$ cat src/rtl/wdt_pkg.sv
package wdt_pkg;

  localparam int DATA_W = 32;
  localparam int ADDR_W = 2;

  typedef enum logic [ADDR_W-1:0] {
    A_KEY     = 2'd0,
    A_CTRL    = 2'd1,
    A_RESTART = 2'd2,
    A_STATUS  = 2'd3
  } wdt_addr_e;

  // Bit 0 is en. The struct lists fields from the most significant bit down.
  typedef struct packed {
    logic [2:0] rst_code;
    logic [3:0] irq_code;
    logic       clk_sel;
    logic       irq_en;
    logic       rst_en;
    logic       en;
  } wdt_ctrl_t;

  localparam int CTRL_W = $bits(wdt_ctrl_t);

  // The interrupt interval is 2^shift ticks. Exponents per code:
  // 6, 8, then 10 to 15, then odd values 17 to 31.
  function automatic logic [4:0] irq_shift(input logic [3:0] code);
    if (code < 4'd2)      return 5'(32'd6 + 32'(code) * 2);
    else if (code < 4'd8) return 5'(32'd8 + 32'(code));
    else                  return 5'(32'd1 + 32'(code) * 2);
  endfunction

  function automatic logic [4:0] rst_shift(input logic [2:0] code);
    return 5'(32'd7 + 32'(code));
  endfunction

endpackage

$ cat src/rtl/wdt_regs.sv
module wdt_regs
  import wdt_pkg::*;
#(
  parameter logic [DATA_W-1:0] KEY_UNLOCK  = 32'h0000_5AA5,
  parameter logic [DATA_W-1:0] KEY_RESTART = 32'h0000_CAFE
) (
  input  logic              clk,
  input  logic              rst_n,
  input  logic              bus_sel,
  input  logic              bus_wr,
  input  logic [ADDR_W-1:0] bus_addr,
  input  logic [DATA_W-1:0] bus_wdata,
  input  logic [1:0]        st_q,
  output logic [DATA_W-1:0] bus_rdata,
  output wdt_ctrl_t         ctrl_q,
  output logic              restart_p,
  output logic [1:0]        st_clr
);

  logic      wr;
  logic      unlock_q, unlock_d;
  wdt_ctrl_t ctrl_d;
  logic      ctrl_we;

  assign wr = bus_sel & bus_wr;

  always_comb begin
    unlock_d = unlock_q;
    if (wr) unlock_d = (bus_addr == A_KEY) && (bus_wdata == KEY_UNLOCK);
  end

  assign ctrl_we   = wr && (bus_addr == A_CTRL) && unlock_q;
  assign restart_p = wr && (bus_addr == A_RESTART) && unlock_q &&
                     (bus_wdata == KEY_RESTART);
  assign st_clr    = (wr && (bus_addr == A_STATUS)) ? bus_wdata[1:0] : 2'b00;

  always_comb begin
    ctrl_d = ctrl_q;
    if (ctrl_we) ctrl_d = wdt_ctrl_t'(bus_wdata[CTRL_W-1:0]);
  end

  always_comb begin
    case (bus_addr)
      A_CTRL:   bus_rdata = {{(DATA_W-CTRL_W){1'b0}}, ctrl_q};
      A_STATUS: bus_rdata = {{(DATA_W-2){1'b0}}, st_q};
      default:  bus_rdata = '0;
    endcase
  end

  always_ff @(posedge clk or negedge rst_n) begin
    if (!rst_n) begin
      unlock_q <= 1'b0;
      ctrl_q   <= '0;
    end else begin
      unlock_q <= unlock_d;
      ctrl_q   <= ctrl_d;
    end
  end

  // control changes only on a write that follows an unlock
  a_r2_ctrl_locked: assert property (@(posedge clk) disable iff (!rst_n)
    !$stable(ctrl_q) |-> $past(wr && (bus_addr == A_CTRL) && unlock_q));

  // any write other than the key write leaves no unlock armed
  a_r3_unlock_oneshot: assert property (@(posedge clk) disable iff (!rst_n)
    (wr && !((bus_addr == A_KEY) && (bus_wdata == KEY_UNLOCK))) |=> !unlock_q);

endmodule

$ cat src/rtl/wdt_tick.sv
module wdt_tick (
  input  logic clk,
  input  logic rst_n,
  input  logic sel_fast,
  input  logic ext_lvl,
  output logic tick
);

  logic prev_q;

  assign tick = sel_fast ? 1'b1 : (ext_lvl & ~prev_q);

  always_ff @(posedge clk or negedge rst_n) begin
    if (!rst_n) prev_q <= 1'b0;
    else        prev_q <= ext_lvl;
  end

  // a slow-clock level that stays high produces one tick only
  a_r11_single_tick: assert property (@(posedge clk) disable iff (!rst_n)
    (!sel_fast && tick && ext_lvl && !$changed(sel_fast)) |=> (sel_fast || !tick));

endmodule

$ cat src/rtl/wdt_core.sv
module wdt_core
  import wdt_pkg::*;
#(
  parameter int CNT_W = 32
) (
  input  logic       clk,
  input  logic       rst_n,
  input  logic       en,
  input  logic       tick,
  input  logic       restart,
  input  logic [3:0] irq_code,
  input  logic [2:0] rst_code,
  input  logic [1:0] st_clr,
  output logic [1:0] st_q
);

  localparam logic [CNT_W-1:0] CNT_MAX = '1;
  localparam logic [CNT_W-1:0] ONE     = CNT_W'(1);

  logic [CNT_W-1:0] cnt_q, cnt_d, cnt_inc;
  logic [CNT_W-1:0] irq_lim, tot_lim;
  logic             adv, hit_irq, hit_rst;
  logic [1:0]       st_d;

  assign irq_lim = ONE << irq_shift(irq_code);
  assign tot_lim = irq_lim + (ONE << rst_shift(rst_code));

  assign cnt_inc = (cnt_q == CNT_MAX) ? cnt_q : cnt_q + ONE;
  assign adv     = en && tick && !restart;
  assign hit_irq = adv && (cnt_inc >= irq_lim);
  assign hit_rst = adv && (cnt_inc >= tot_lim);

  always_comb begin
    if (restart || !en) cnt_d = '0;
    else if (tick)      cnt_d = cnt_inc;
    else                cnt_d = cnt_q;
  end

  always_comb begin
    st_d[1] = hit_rst | (st_q[1] & ~st_clr[1]);
    st_d[0] = hit_irq | (st_q[0] & ~st_clr[0] & ~(restart & ~st_q[1]));
  end

  always_ff @(posedge clk or negedge rst_n) begin
    if (!rst_n) begin
      cnt_q <= '0;
      st_q  <= 2'b00;
    end else begin
      cnt_q <= cnt_d;
      st_q  <= st_d;
    end
  end

  // a disabled cycle leaves the counter at zero
  a_r8_off_zero: assert property (@(posedge clk) disable iff (!rst_n)
    !en |=> (cnt_q == '0));

  // the reset stage is never reached ahead of the interrupt stage
  a_r6_stage_order: assert property (@(posedge clk) disable iff (!rst_n)
    $rose(st_q[1]) |-> st_q[0]);

  // a restart after the reset stage keeps the interrupt flag
  a_r12_keep_irq: assert property (@(posedge clk) disable iff (!rst_n)
    (restart && st_q[1] && st_q[0]) |=> st_q[0]);

  // a restart brings the counter to zero
  a_r4_restart_zero: assert property (@(posedge clk) disable iff (!rst_n)
    restart |=> (cnt_q == '0));

endmodule

$ cat src/rtl/twostage_wdt.sv
module twostage_wdt
  import wdt_pkg::*;
#(
  parameter int                CNT_W       = 32,
  parameter logic [DATA_W-1:0] KEY_UNLOCK  = 32'h0000_5AA5,
  parameter logic [DATA_W-1:0] KEY_RESTART = 32'h0000_CAFE
) (
  input  logic              clk,
  input  logic              rst_n,
  input  logic              ext_clk_lvl,
  input  logic              bus_sel,
  input  logic              bus_wr,
  input  logic [ADDR_W-1:0] bus_addr,
  input  logic [DATA_W-1:0] bus_wdata,
  output logic [DATA_W-1:0] bus_rdata,
  output logic              irq_o,
  output logic              rst_req_o
);

  logic [1:0] rsync_q;
  logic       rst_l;
  wdt_ctrl_t  ctrl;
  logic       restart_p, tick, sticky_q, sticky_d;
  logic [1:0] st_q, st_clr;

  // Reset asserts asynchronously and is released after two clock edges.
  always_ff @(posedge clk or negedge rst_n) begin
    if (!rst_n) rsync_q <= 2'b00;
    else        rsync_q <= {rsync_q[0], 1'b1};
  end
  assign rst_l = rsync_q[1];

  wdt_regs #(
    .KEY_UNLOCK (KEY_UNLOCK),
    .KEY_RESTART(KEY_RESTART)
  ) u_regs (
    .clk      (clk),
    .rst_n    (rst_l),
    .bus_sel  (bus_sel),
    .bus_wr   (bus_wr),
    .bus_addr (bus_addr),
    .bus_wdata(bus_wdata),
    .st_q     (st_q),
    .bus_rdata(bus_rdata),
    .ctrl_q   (ctrl),
    .restart_p(restart_p),
    .st_clr   (st_clr)
  );

  wdt_tick u_tick (
    .clk     (clk),
    .rst_n   (rst_l),
    .sel_fast(ctrl.clk_sel),
    .ext_lvl (ext_clk_lvl),
    .tick    (tick)
  );

  wdt_core #(.CNT_W(CNT_W)) u_core (
    .clk     (clk),
    .rst_n   (rst_l),
    .en      (ctrl.en),
    .tick    (tick),
    .restart (restart_p),
    .irq_code(ctrl.irq_code),
    .rst_code(ctrl.rst_code),
    .st_clr  (st_clr),
    .st_q    (st_q)
  );

  assign sticky_d  = sticky_q | (st_q[1] & ctrl.rst_en);
  assign rst_req_o = sticky_d;
  assign irq_o     = st_q[0] & ctrl.irq_en;

  always_ff @(posedge clk or negedge rst_l) begin
    if (!rst_l) sticky_q <= 1'b0;
    else        sticky_q <= sticky_d;
  end

  // once raised, the reset request holds until system reset
  a_r10_rst_sticky: assert property (@(posedge clk) disable iff (!rst_l)
    rst_req_o |=> rst_req_o);

  // no interrupt without the interrupt-stage flag
  a_r9_irq_needs_flag: assert property (@(posedge clk) disable iff (!rst_l)
    irq_o |-> st_q[0]);

endmodule

$ cat config.mk
export PLATFORM = sky130hd
export DESIGN_NAME = twostage_wdt
export DESIGN_NICKNAME = d
export VERILOG_FILES = /design/src/rtl/wdt_pkg.sv /design/src/rtl/wdt_regs.sv /design/src/rtl/wdt_tick.sv /design/src/rtl/wdt_core.sv /design/src/rtl/twostage_wdt.sv
export SDC_FILE = /design/constraint.sdc
export NUM_CORES = 1
export LEC_CHECK = 0
export ABC_CLOCK_PERIOD_IN_PS = 1900
export BUFFER_PORTS_ARGS = -buffer_cell sky130_fd_sc_hd__buf_2
export CORE_UTILIZATION = 50
export CTS_CLUSTER_DIAMETER = 120
export DETAILED_ROUTE_END_ITERATION = 6
export GPL_TIMING_DRIVEN = 0
export PLACE_DENSITY = 0.78
export RECOVER_POWER = 50
export SYNTH_ARGS = -nofsm -noshare
export SYNTH_HDL_FRONTEND = slang
export SYNTH_HIERARCHICAL = 1
export SYNTH_SLANG_ARGS = --single-unit
$ cat constraint.sdc
create_clock -name clk -period 1.9 [get_ports clk]
set_input_delay 0 -clock clk [delete_from_list [all_inputs] [get_ports clk]]
set_output_delay 0 -clock clk [all_outputs]
set_load 0.02 [all_outputs]
==> flow_summary.toml <==
[drt]
first_iter_violations = 688
m1WireLength_mm = 7.40
wirelength_mm = 18.4
firstDrtPassIters = 5
dr_wl_met3_mm = 1.05
vias = 6075
highest_layer = "met4"
routedWlPerCell_um = 17.4
route.met2.wl_mm = 9.23
ant_nets = 0
route.detailed.drc = 0
via_per_inst = 5.76

[clock_network]
cts_tree = "done"
cts_max_path_buffers = 2
cts_root_buf = "clkbuf_16"
cts.htree.levels = 2
clock_sinks = 50
clk_latency_ns = 0.29
cts_made_buffers = 5
clkTransAtPathRegs_ns = 0.08

[timing]
max_slew_margin_pct = 66.7
worst_pin_slew_ns = 0.498
finalCritPeriodShare_pct = 205
setup_slack_ns = -1.99
rsz0062_at_grt = "yes"
hold_viol_final = 0
fin_skew_ns = 0.00759
timing.fmax_mhz = 257
setup_viol = 19
fin_crit_ns = 3.89
final_max_slew_viol_count = 0

[synth]
synth_cells = 707
synth.cell_area_sq_mm = 0.00584
synth-edff-count = 0
synth.most_common_cell = "ha_1"
ys_seq_area_share_pct = 21.4
synthTopCellsByCount = "84 x ha_1, 72 x nor2_1, 56 x nand2_1"
ys.flop_type = "dfrtp_1"
synth_warnings = 6
async_flop_share_pct = 100
synth_top_area_cell = "dfrtp_1"
yosys-top-cells-area = "dfrtp_1 21%, ha_1 18%, xor2_1 5.1%"
yosys.area.top_type_share_pct = 21.4
ys_seq_elements = 50
synth_area_per_cell_sq_um = 8.26
ys_types = 64

[global_route]
grt_pass1_wl_mm = 26.9
grt_max_degree = 32
track_usage_pct = 28.4
grt_pass1_vias = 5793
overflow = 0
antenna_found_initial = 0

[cells_and_area]
area_growth_pct = 40.4
nets = 1035
design_area_sq_mm = 0.00820
drive_gt1_share_pct = 35.1
num_antenna_cells = 0

[placed_design]
place_congestion = 0.824
placed_area_sq_mm = 0.00663
place_ws_ns = -2.17
dp_hpwl_mm = 10.9
placement.io_buffers = 50

[floorplan]
die_w_um = 110
die_area_sq_mm = 0.0121
num_rows = 39
core-area_sq_mm = 0.0114
fp.dieH_um = 110
start_util_pct = 51.2
io_pins = 73

[power]
p_leak_nw = 3.89
ir_drop_mv = 0.560
power_density_mw_per_mm2 = 385

[critical_path]
crit_path_end_kind = "flip-flop"
path_class = "flip-flop to flip-flop"
cp.arrival_ns = 4.06
cp_max_fo = 4
required_ns = 2.08
cp-start-kind = "flip-flop"

[flow_run]
max-cap-violations = 0

[outcome]
violations = "negative setup slack"
outcome = "finished, violations left"

[hold_path]
hold_path.class = "input pin to asynchronous set/reset pin"
==> report_power, final <==
group          total (mW)  switching [mW]  internal, mW  leakage, nW
registers            1.13          0.0378          1.09        0.661
logic               0.961           0.543         0.418         3.14
clock network        1.07           0.440         0.632       0.0819
total                3.16            1.02          2.14         3.89
==> per-layer routing <==
metal  GRT usage [%]  up-vias
li1                -     2867
met1            34.9     2903
met2            49.7      242
met3            4.23       63
met4            11.3        0
met5               0        -
==> path summary, 6_finish.rpt <==
path,start,endpoint,slack (ns),cells after the start
worst min register to register,rsync_q[1],u_core/cnt_q[31],0.23,0
worst max-delay path,u_regs/ctrl_q[5],u_core/st_q[1],-1.99,19
worst min-delay path,rst_n,rsync_q[0],0.02,2
min in group clk,bus_wdata[15],u_regs/unlock_q,0.04,4
max in group asynchronous,rsync_q[1],u_core/cnt_q[10],1.12,1
worst max register to register,u_regs/ctrl_q[5],u_core/st_q[1],-1.99,19
==> cells by family (layout without fill, tap and decap cells) <==
kind of cell	after synthesis	after routing	synth area share, %
other	4	55	0.257
buffers and inverters	73	226	6.47
AOI/OAI and AO/OA	122	123	13.4
and+or+nand+nor	292	292	26.7
DFF	50	50	21.4
muxes	16	16	3.64
xor gates and xnor gates	65	65	9.75
adders and majority gates	85	85	18.3
==> registers in the layout (all words and copies together) (netlist names) <==
name,cells
u_regs/ctrl_q,11
u_core/cnt_q,32
sticky_q,1
u_core/st_q,2
rsync_q,2
u_tick/prev_q,1
u_regs/unlock_q,1
==> layout by cell type (no fill, tap or decap), drive strengths merged, types with 27 or more instances in the layout <==
cell | Yosys | final
a21oi | 43 | 43
buf | 31 | 167
conb | 4 | 55
dfrtp | 50 | 50
ha | 84 | 84
inv | 28 | 29
nand2 | 57 | 57
nand3 | 33 | 33
nand4 | 27 | 27
nor2 | 72 | 72
o21ai | 34 | 34
xnor2 | 31 | 31
xor2 | 34 | 34
==> final cells by class <==
| class | instances | area (sq um) |
|---|---|---|
| plain buffers | 42 | 332 |
| clock buffers | 5 | 125 |
| clock inverters | 3 | 48.8 |
| fillers | 808 | 3220 |
| inverters | 28 | 110 |
| multi-input cells | 636 | 5050 |
| flip-flops and latches | 50 | 1270 |
| well taps | 143 | 179 |
| repair buffers | 148 | 1080 |
==> critical path, cell delays in order, from the launching register on <==
cell      delay (ns)
dfrtp_2         0.45
buf_8           0.14
inv_4           0.05
ha_4            0.21
nor2b_4         0.14
nand3_2         0.10
inv_1           0.05
ha_1            0.22
a21oi_2         0.19
nor2_2          0.05
nor4_2          0.26
nand3_1         0.15
a221oi_2        0.34
xor2_1          0.25
ha_1            0.31
a31oi_2         0.25
and3_1          0.23
o21ai_2         0.09
a21oi_2         0.21
o31ai_1         0.09
==> metrics by stage <==
| stage | hold slack (ns) | setup TNS (ns) | total power [mW] | util (%) | cells |
|---|---|---|---|---|---|
| final | 0.0168 | -7.54 | 3.16 | 71.8 | 1055 |
| after global routing | 0.0289 | -9.65 | 3.32 | 71.8 | 1055 |
| after CTS | 0.00455 | -3.40 | 3.08 | 68.2 | 1035 |
| after detailed placement | -0.214 | -13.21 | 1.93 | 58.1 | 952 |
| after global placement | -0.213 | -22.42 | 1.91 | 57.9 | 951 |
| after floorplan | -0.296 | -2.32 | 1.74 | - | 758 |
==> repair_timing <==
action / in CTS / in global routing
hold buffers: 13 / 0
cloned: 1 / 0
pin swaps: 54 / 58
endpoints found under the hold margin: 14 / 0
gates resized for setup: 91 / 67
setup buffers: 63 / 21
endpoints found under the setup margin: 34 / 34
Note: power is estimated with default switching activity, not from simulation.
